## src/rtl/rtc_pkg.sv

```systemverilog
package rtc_pkg;
  localparam int ADDR_W     = 5;
  localparam int NUM_ALARMS = 2;

  localparam logic [ADDR_W-1:0] OFS_STATUS = 5'h00;
  localparam logic [ADDR_W-1:0] OFS_CFG0   = 5'h04;
  localparam logic [ADDR_W-1:0] OFS_TIME   = 5'h0C;
  localparam logic [ADDR_W-1:0] OFS_CMP0   = 5'h10;
  localparam logic [ADDR_W-1:0] OFS_TRIM   = 5'h18;

  typedef struct packed {
    logic hz1;
    logic per_en;
    logic alm_en;
  } alm_cfg_t;
endpackage

```

## src/rtl/rtc_rate_gen.sv

```systemverilog
module rtc_rate_gen #(
  parameter int TICKS_PER_SEC = 32768,
  parameter int WINDOW_SECS   = 1024,
  parameter int FINE_STEP     = 32
) (
  input  logic        clk_i,
  input  logic        rst_ni,
  input  logic        tick_i,
  input  logic        restart_i,
  input  logic [15:0] trim_i,
  output logic        sec_stb_o
);
  localparam int COARSE_STEP = 4 * FINE_STEP;
  localparam int MAX_ADJ     = 128 * COARSE_STEP;
  localparam int LEN_W       = $clog2(TICKS_PER_SEC + MAX_ADJ + 1);
  localparam int WIN_W       = $clog2(WINDOW_SECS);
  localparam logic [WIN_W-1:0] WIN_LAST = WIN_W'(WINDOW_SECS - 1);

  logic [LEN_W-1:0] sub_q, len, last;
  logic [WIN_W-1:0] win_q;
  logic             sgn, pat_ok, roll;
  int               adj, len_int;

  assign sgn    = trim_i[7];
  assign pat_ok = (trim_i[14:8] == {1'b0, ~sgn, {5{sgn}}});

  always_comb begin
    adj = 0;
    if (pat_ok && win_q == '0)
      adj = int'($signed(trim_i[7:0])) * (trim_i[15] ? COARSE_STEP : FINE_STEP);
    len_int = TICKS_PER_SEC - adj;
  end

  assign len       = len_int[LEN_W-1:0];
  assign last      = len - 1'b1;
  assign roll      = tick_i && !restart_i && (sub_q >= last);
  assign sec_stb_o = roll;

  always_ff @(posedge clk_i or negedge rst_ni) begin
    if (!rst_ni) begin
      sub_q <= '0;
      win_q <= '0;
    end else if (restart_i) begin
      sub_q <= '0;
    end else if (tick_i) begin
      if (roll) begin
        sub_q <= '0;
        win_q <= (win_q == WIN_LAST) ? '0 : win_q + 1'b1;
      end else begin
        sub_q <= sub_q + 1'b1;
      end
    end
  end

  // seconds are always at least two ticks long
  a_r8_stb_gap: assert property (@(posedge clk_i) disable iff (!rst_ni)
    sec_stb_o |=> !sec_stb_o);
endmodule

```

## src/rtl/rtc_alarm_unit.sv

```systemverilog
module rtc_alarm_unit
  import rtc_pkg::*;
(
  input  logic        clk_i,
  input  logic        rst_ni,
  input  logic        sec_stb_i,
  input  logic [31:0] sec_next_i,
  input  logic [31:0] cmp_i,
  input  logic        clr_i,
  input  alm_cfg_t    cfg_i,
  input  logic        pulse_i,
  output logic        status_o,
  output logic        irq_o
);
  logic hit, status_q;

  assign hit = sec_stb_i && (sec_next_i == cmp_i);

  always_ff @(posedge clk_i or negedge rst_ni) begin
    if (!rst_ni) status_q <= 1'b0;
    else         status_q <= hit | (status_q & ~clr_i);
  end

  assign status_o = status_q;
  assign irq_o    = (status_q & cfg_i.alm_en) | (pulse_i & cfg_i.per_en & cfg_i.hz1);

  a_r4_set_only_on_step: assert property (@(posedge clk_i) disable iff (!rst_ni)
    $rose(status_o) |-> $past(sec_stb_i));
  a_r5_set_beats_clear: assert property (@(posedge clk_i) disable iff (!rst_ni)
    (hit && clr_i) |=> status_o);
  a_r5_drop_needs_clear: assert property (@(posedge clk_i) disable iff (!rst_ni)
    $fell(status_o) |-> $past(clr_i));
  a_r6_irq_has_cause: assert property (@(posedge clk_i) disable iff (!rst_ni)
    (irq_o && !pulse_i) |-> status_o);
endmodule

```

## src/rtl/rtc_dual_alarm.sv

```systemverilog
module rtc_dual_alarm
  import rtc_pkg::*;
#(
  parameter int TICKS_PER_SEC = 32768,
  parameter int WINDOW_SECS   = 1024,
  parameter int FINE_STEP     = 32
) (
  input  logic              clk_i,
  input  logic              rst_ni,
  input  logic              tick_i,
  input  logic [ADDR_W-1:0] addr_i,
  input  logic              we_i,
  input  logic [31:0]       wdata_i,
  output logic [31:0]       rdata_o,
  output logic [NUM_ALARMS-1:0] irq_o
);
  logic [31:0]           sec_q, sec_next;
  logic [15:0]           trim_q;
  logic [31:0]           cmp_q [NUM_ALARMS];
  alm_cfg_t              cfg_q [NUM_ALARMS];
  logic [NUM_ALARMS-1:0] status, clr;
  logic                  sec_stb, time_ld, pulse_q;

  assign time_ld  = we_i && addr_i == OFS_TIME;
  assign sec_next = sec_q + 1'b1;
  assign clr      = (we_i && addr_i == OFS_STATUS) ? wdata_i[NUM_ALARMS-1:0] : '0;

  rtc_rate_gen #(
    .TICKS_PER_SEC(TICKS_PER_SEC),
    .WINDOW_SECS  (WINDOW_SECS),
    .FINE_STEP    (FINE_STEP)
  ) u_rate (
    .clk_i    (clk_i),
    .rst_ni   (rst_ni),
    .tick_i   (tick_i),
    .restart_i(time_ld),
    .trim_i   (trim_q),
    .sec_stb_o(sec_stb)
  );

  always_ff @(posedge clk_i or negedge rst_ni) begin
    if (!rst_ni) begin
      sec_q   <= '0;
      trim_q  <= '0;
      pulse_q <= 1'b0;
      for (int k = 0; k < NUM_ALARMS; k++) begin
        cmp_q[k] <= '0;
        cfg_q[k] <= '0;
      end
    end else begin
      pulse_q <= sec_stb;
      if (time_ld)      sec_q <= wdata_i;
      else if (sec_stb) sec_q <= sec_next;
      if (we_i && addr_i == OFS_TRIM) trim_q <= wdata_i[15:0];
      for (int k = 0; k < NUM_ALARMS; k++) begin
        if (we_i && addr_i == OFS_CFG0 + ADDR_W'(4 * k)) cfg_q[k] <= alm_cfg_t'(wdata_i[2:0]);
        if (we_i && addr_i == OFS_CMP0 + ADDR_W'(4 * k)) cmp_q[k] <= wdata_i;
      end
    end
  end

  for (genvar g = 0; g < NUM_ALARMS; g++) begin : g_alarm
    rtc_alarm_unit u_alarm (
      .clk_i     (clk_i),
      .rst_ni    (rst_ni),
      .sec_stb_i (sec_stb),
      .sec_next_i(sec_next),
      .cmp_i     (cmp_q[g]),
      .clr_i     (clr[g]),
      .cfg_i     (cfg_q[g]),
      .pulse_i   (pulse_q),
      .status_o  (status[g]),
      .irq_o     (irq_o[g])
    );
  end

  always_comb begin
    rdata_o = '0;
    if (addr_i == OFS_STATUS) rdata_o = {{(32-NUM_ALARMS){1'b0}}, status};
    if (addr_i == OFS_TIME)   rdata_o = sec_q;
    if (addr_i == OFS_TRIM)   rdata_o = {16'h0, trim_q};
    for (int k = 0; k < NUM_ALARMS; k++) begin
      if (addr_i == OFS_CFG0 + ADDR_W'(4 * k)) rdata_o = {29'h0, cfg_q[k]};
      if (addr_i == OFS_CMP0 + ADDR_W'(4 * k)) rdata_o = cmp_q[k];
    end
  end

  a_r3_time_moves_on_cause: assert property (@(posedge clk_i) disable iff (!rst_ni)
    !$stable(sec_q) |-> $past(sec_stb || time_ld));
  a_r7_pulse_single: assert property (@(posedge clk_i) disable iff (!rst_ni)
    pulse_q |=> !pulse_q);
endmodule

```

## config.mk

```make
export PLATFORM = sky130hd
export DESIGN_NAME = rtc_dual_alarm
export DESIGN_NICKNAME = d
export VERILOG_FILES = /design/src/rtl/rtc_pkg.sv /design/src/rtl/rtc_rate_gen.sv /design/src/rtl/rtc_alarm_unit.sv /design/src/rtl/rtc_dual_alarm.sv
export SDC_FILE = /design/constraint.sdc
export NUM_CORES = 1
export LEC_CHECK = 0
export BUFFER_PORTS_ARGS = -buffer_cell sky130_fd_sc_hd__buf_2
export CAP_MARGIN = 30
export CORE_AREA = 2 2 133 135
export DETAILED_ROUTE_END_ITERATION = 7
export DIE_AREA = 0 0 135 137
export PLACE_DENSITY = 0.81
export SLEW_MARGIN = 30
export SYNTH_ARGS = -nofsm -noshare
export SYNTH_HDL_FRONTEND = slang
export SYNTH_SLANG_ARGS = --single-unit
```

## constraint.sdc

```tcl
create_clock -name clk_i -period 12.9 [get_ports clk_i]
set_clock_uncertainty 0.1 [all_clocks]
set_input_delay 1.935 -clock clk_i [delete_from_list [all_inputs] [get_ports clk_i]]
set_output_delay 1.935 -clock clk_i [all_outputs]
set_load 0.05 [all_outputs]
```

==> metrics.txt <==
CP startpoint kind register; share of the synthesized area in the top cell type between 30% and 40%; crit path kind register to register; EDFF count, synth 0; vias in the first global route about 8400; CP arrival 6.70 ns; clk buf depth 2; top cells by area, synth dfrtp_1 36%, mux2_2 9.9%, ha_1 5.7%; DR vias/cell ~6.5; Yosys cell types 66; post-synth top area cell dfrtp_1; total track usage roughly a third; leakage power 5.175 nW; Hold WC Path Type register to register; # diodes 0; Synth Net Count roughly 1200; Slew @ Worst Pin approximately 1.1 ns; setup TNS 0 ns; antenna violations before repair 0; full die area 18500 sq um; total CTS buffers 17; WL/cell ~21 um; pin count of the biggest net entering global routing 77; Synth Flop Type dfrtp_1; core area roughly 17000 sq um; max_cap viols 0; Reg2Reg Depth 24; Final Hold Viols 0; Mapped Area between 10000 and 15000 sq um; Initial Utilization a little under 60%; Row Count 48; TritonRoute pass-1 iters 7; final wirelength just under 30 mm; final cycle utilization of the critical path roughly half; clk_lat worst skew about 0.44 ns; Synth Area in XOR/XNOR under 10%; Pins Over Slew Limit 0; RSZ-0062 raised after global routing no; DR vias roughly 9000; async set or reset register ratio after synthesis 100.0%; H-Tree Depth 4; final setup violation count 0; Synth top cells by count 147 x dfrtp_1, 101 x nand2_1, 89 x mux2_2; outcome complete, no violations; hold path depth 2; GRT overflow 0; Clock Sinks 147; Post-layout nets approximately 1200; yosys warns 0; Seq cells post-synth 147; proportion of synthesized area in mux cells about 10%; post-cts resize count 0; # hold bufs at CTS 0; Synth Area in Adders 6.678%; largest fanout on the critical path 45; P per Cell Area ~140 nW/um^2; Final Power between 1.5 and 2 mW; Placer Congestion approximately 0.97; Tmin final between 6 and 7 ns; clk slew on worst S/H paths approximately 0.06 ns; Worst Setup End Kind register; WP data required between 10 and 15 ns; io pins between 70 and 80; drt drc 0; first-pass GRT wire length between 40 and 50 mm; most common cell in the netlist dfrtp_1; largest family of logic cells by synthesized area simple AND/OR/NAND/NOR gates; root buf cell clkbuf_16; Die Y between 100 and 150 um; synthesized area per cell 9.223 sq um; Post-CTS Setup Inserts 0; dpl hpwl approximately 20 mm; Buffers on Ports 74; Slew Limit Headroom 28.64%; cell count after synthesis ~1100; Max IR drop VDD between 100 and 150 uV; iteration-0 DRC count of the detailed router around 1000; Die Width 135 um; register area share after synthesis a little over a third; Compound-Gate Fraction of Synth Area 14.73%; Routed Antenna Nets 0; layout cells sized above 1 about a fifth; CTS tree built; area added between synthesis and finish 10.97%; Post-Synth Simple-Gate Area about 19%; Fmax ~150 MHz
==> per-stage QoR <==
stage	cell area (sq um)	worst slack (ns)	std cells	utilization, %	hold slack, ns
after floorplan	10120	7.117	1097	-	0.3677
after global placement	10620	6.543	1337	62.24	0.3827
after detailed placement	10620	6.346	1337	62.25	0.3998
after CTS	11210	6.308	1369	65.74	0.4134
after global routing	11230	6.063	1370	65.82	0.4555
final	11230	6.435	1370	65.82	0.4113
==> worst max-delay path, stage by stage (launching register included) <==
cell      delay [ns]
dfrtp_1         0.52
and2_1          0.22
ha_1            0.18
ha_1            0.27
inv_1           0.04
fa_1            0.38
fa_1            0.51
inv_1           0.04
ha_1            0.21
fa_1            0.40
a21o_1          0.19
a21oi_1         0.21
o21bai_1        0.09
a21oi_1         0.18
xnor2_1         0.14
nand2_1         0.07
ha_1            0.32
nand4_1         0.14
a311oi_1        0.47
o311ai_4        0.13
buf_4           0.30
nor4_1          0.36
nand4_1         0.12
or4_1           0.54
o31ai_1         0.21
==> state kept, by name, summed over array words and instances (netlist names) <==
name	count
u_rate.sub_q	16
cmp_q	64
u_rate.win_q	10
sec_q	32
pulse_q	1
g_alarm.u_alarm.status_o	2
cfg_q	6
trim_q	16
==> layer usage <==
metal	track usage (%)	part of all wire [%]
met1	41.93	42
met2	50.68	47
met3	6.481	8.1
met4	14.29	3.5
met5	0	0
==> path summary, 6_finish.rpt <==
kind                                        startpoint                                     to  slack, ns
max in group asynchronous                       rst_ni                 trim_q[11]$_DFFE_PN0P_      10.13
hold / removal             u_rate.sub_q[1]$_DFFE_PN0P_            u_rate.sub_q[1]$_DFFE_PN0P_       0.41
hold reg to reg            u_rate.sub_q[1]$_DFFE_PN0P_            u_rate.sub_q[1]$_DFFE_PN0P_       0.41
setup reg to reg                trim_q[15]$_DFFE_PN0P_  g_alarm[0].u_alarm.status_o$_DFF_PN0_       6.44
setup / recovery                trim_q[15]$_DFFE_PN0P_  g_alarm[0].u_alarm.status_o$_DFF_PN0_       6.44
min in group asynchronous                       rst_ni            u_rate.win_q[9]$_DFFE_PN0P_       1.41
==> area by class of cell <==
cell class                 count  area, sq um
multi-input combinational    826         5992
inverter                      53        198.9
sequential                   147         3679
clock inverter                 7        68.82
timing repair buffer          87        481.7
fill                        1403         5829
clock buffer                  25        525.5
tap                          225        281.5
==> layout by cell type (no fill, tap or decap), types with 15 or more instances in the layout <==
cell type  count
a21oi_1       47
a222oi_1      15
a22oi_1       18
and2_1        16
and3_1        18
buf_2         73
clkbuf_16     17
dfrtp_1      147
ha_1          46
inv_1         53
mux2_2        89
nand2_1      101
nand3_1       40
nand4_1       29
nor2_1        52
nor3_1        34
o21ai_0       65
xnor2_1       59
xor2_1        38
==> power breakdown <==
| part | total, mW | internal (mW) | switching (mW) |
|---|---|---|---|
| clock network | 0.500 | 0.301 | 0.199 |
| logic | 0.380 | 0.181 | 0.199 |
| registers | 0.672 | 0.539 | 0.133 |
| total | 1.55 | 1.02 | 0.531 |
==> kinds of logic after synthesis <==
| family | count (synthesis) |
|---|---|
| buf+inv | 124 |
| other cells | 1 |
| flops | 147 |
| simple gates | 363 |
| fa+ha+maj | 51 |
| mux | 92 |
| compound gates | 221 |
| xor+xnor | 98 |
Note: power is estimated with default switching activity, not from simulation.
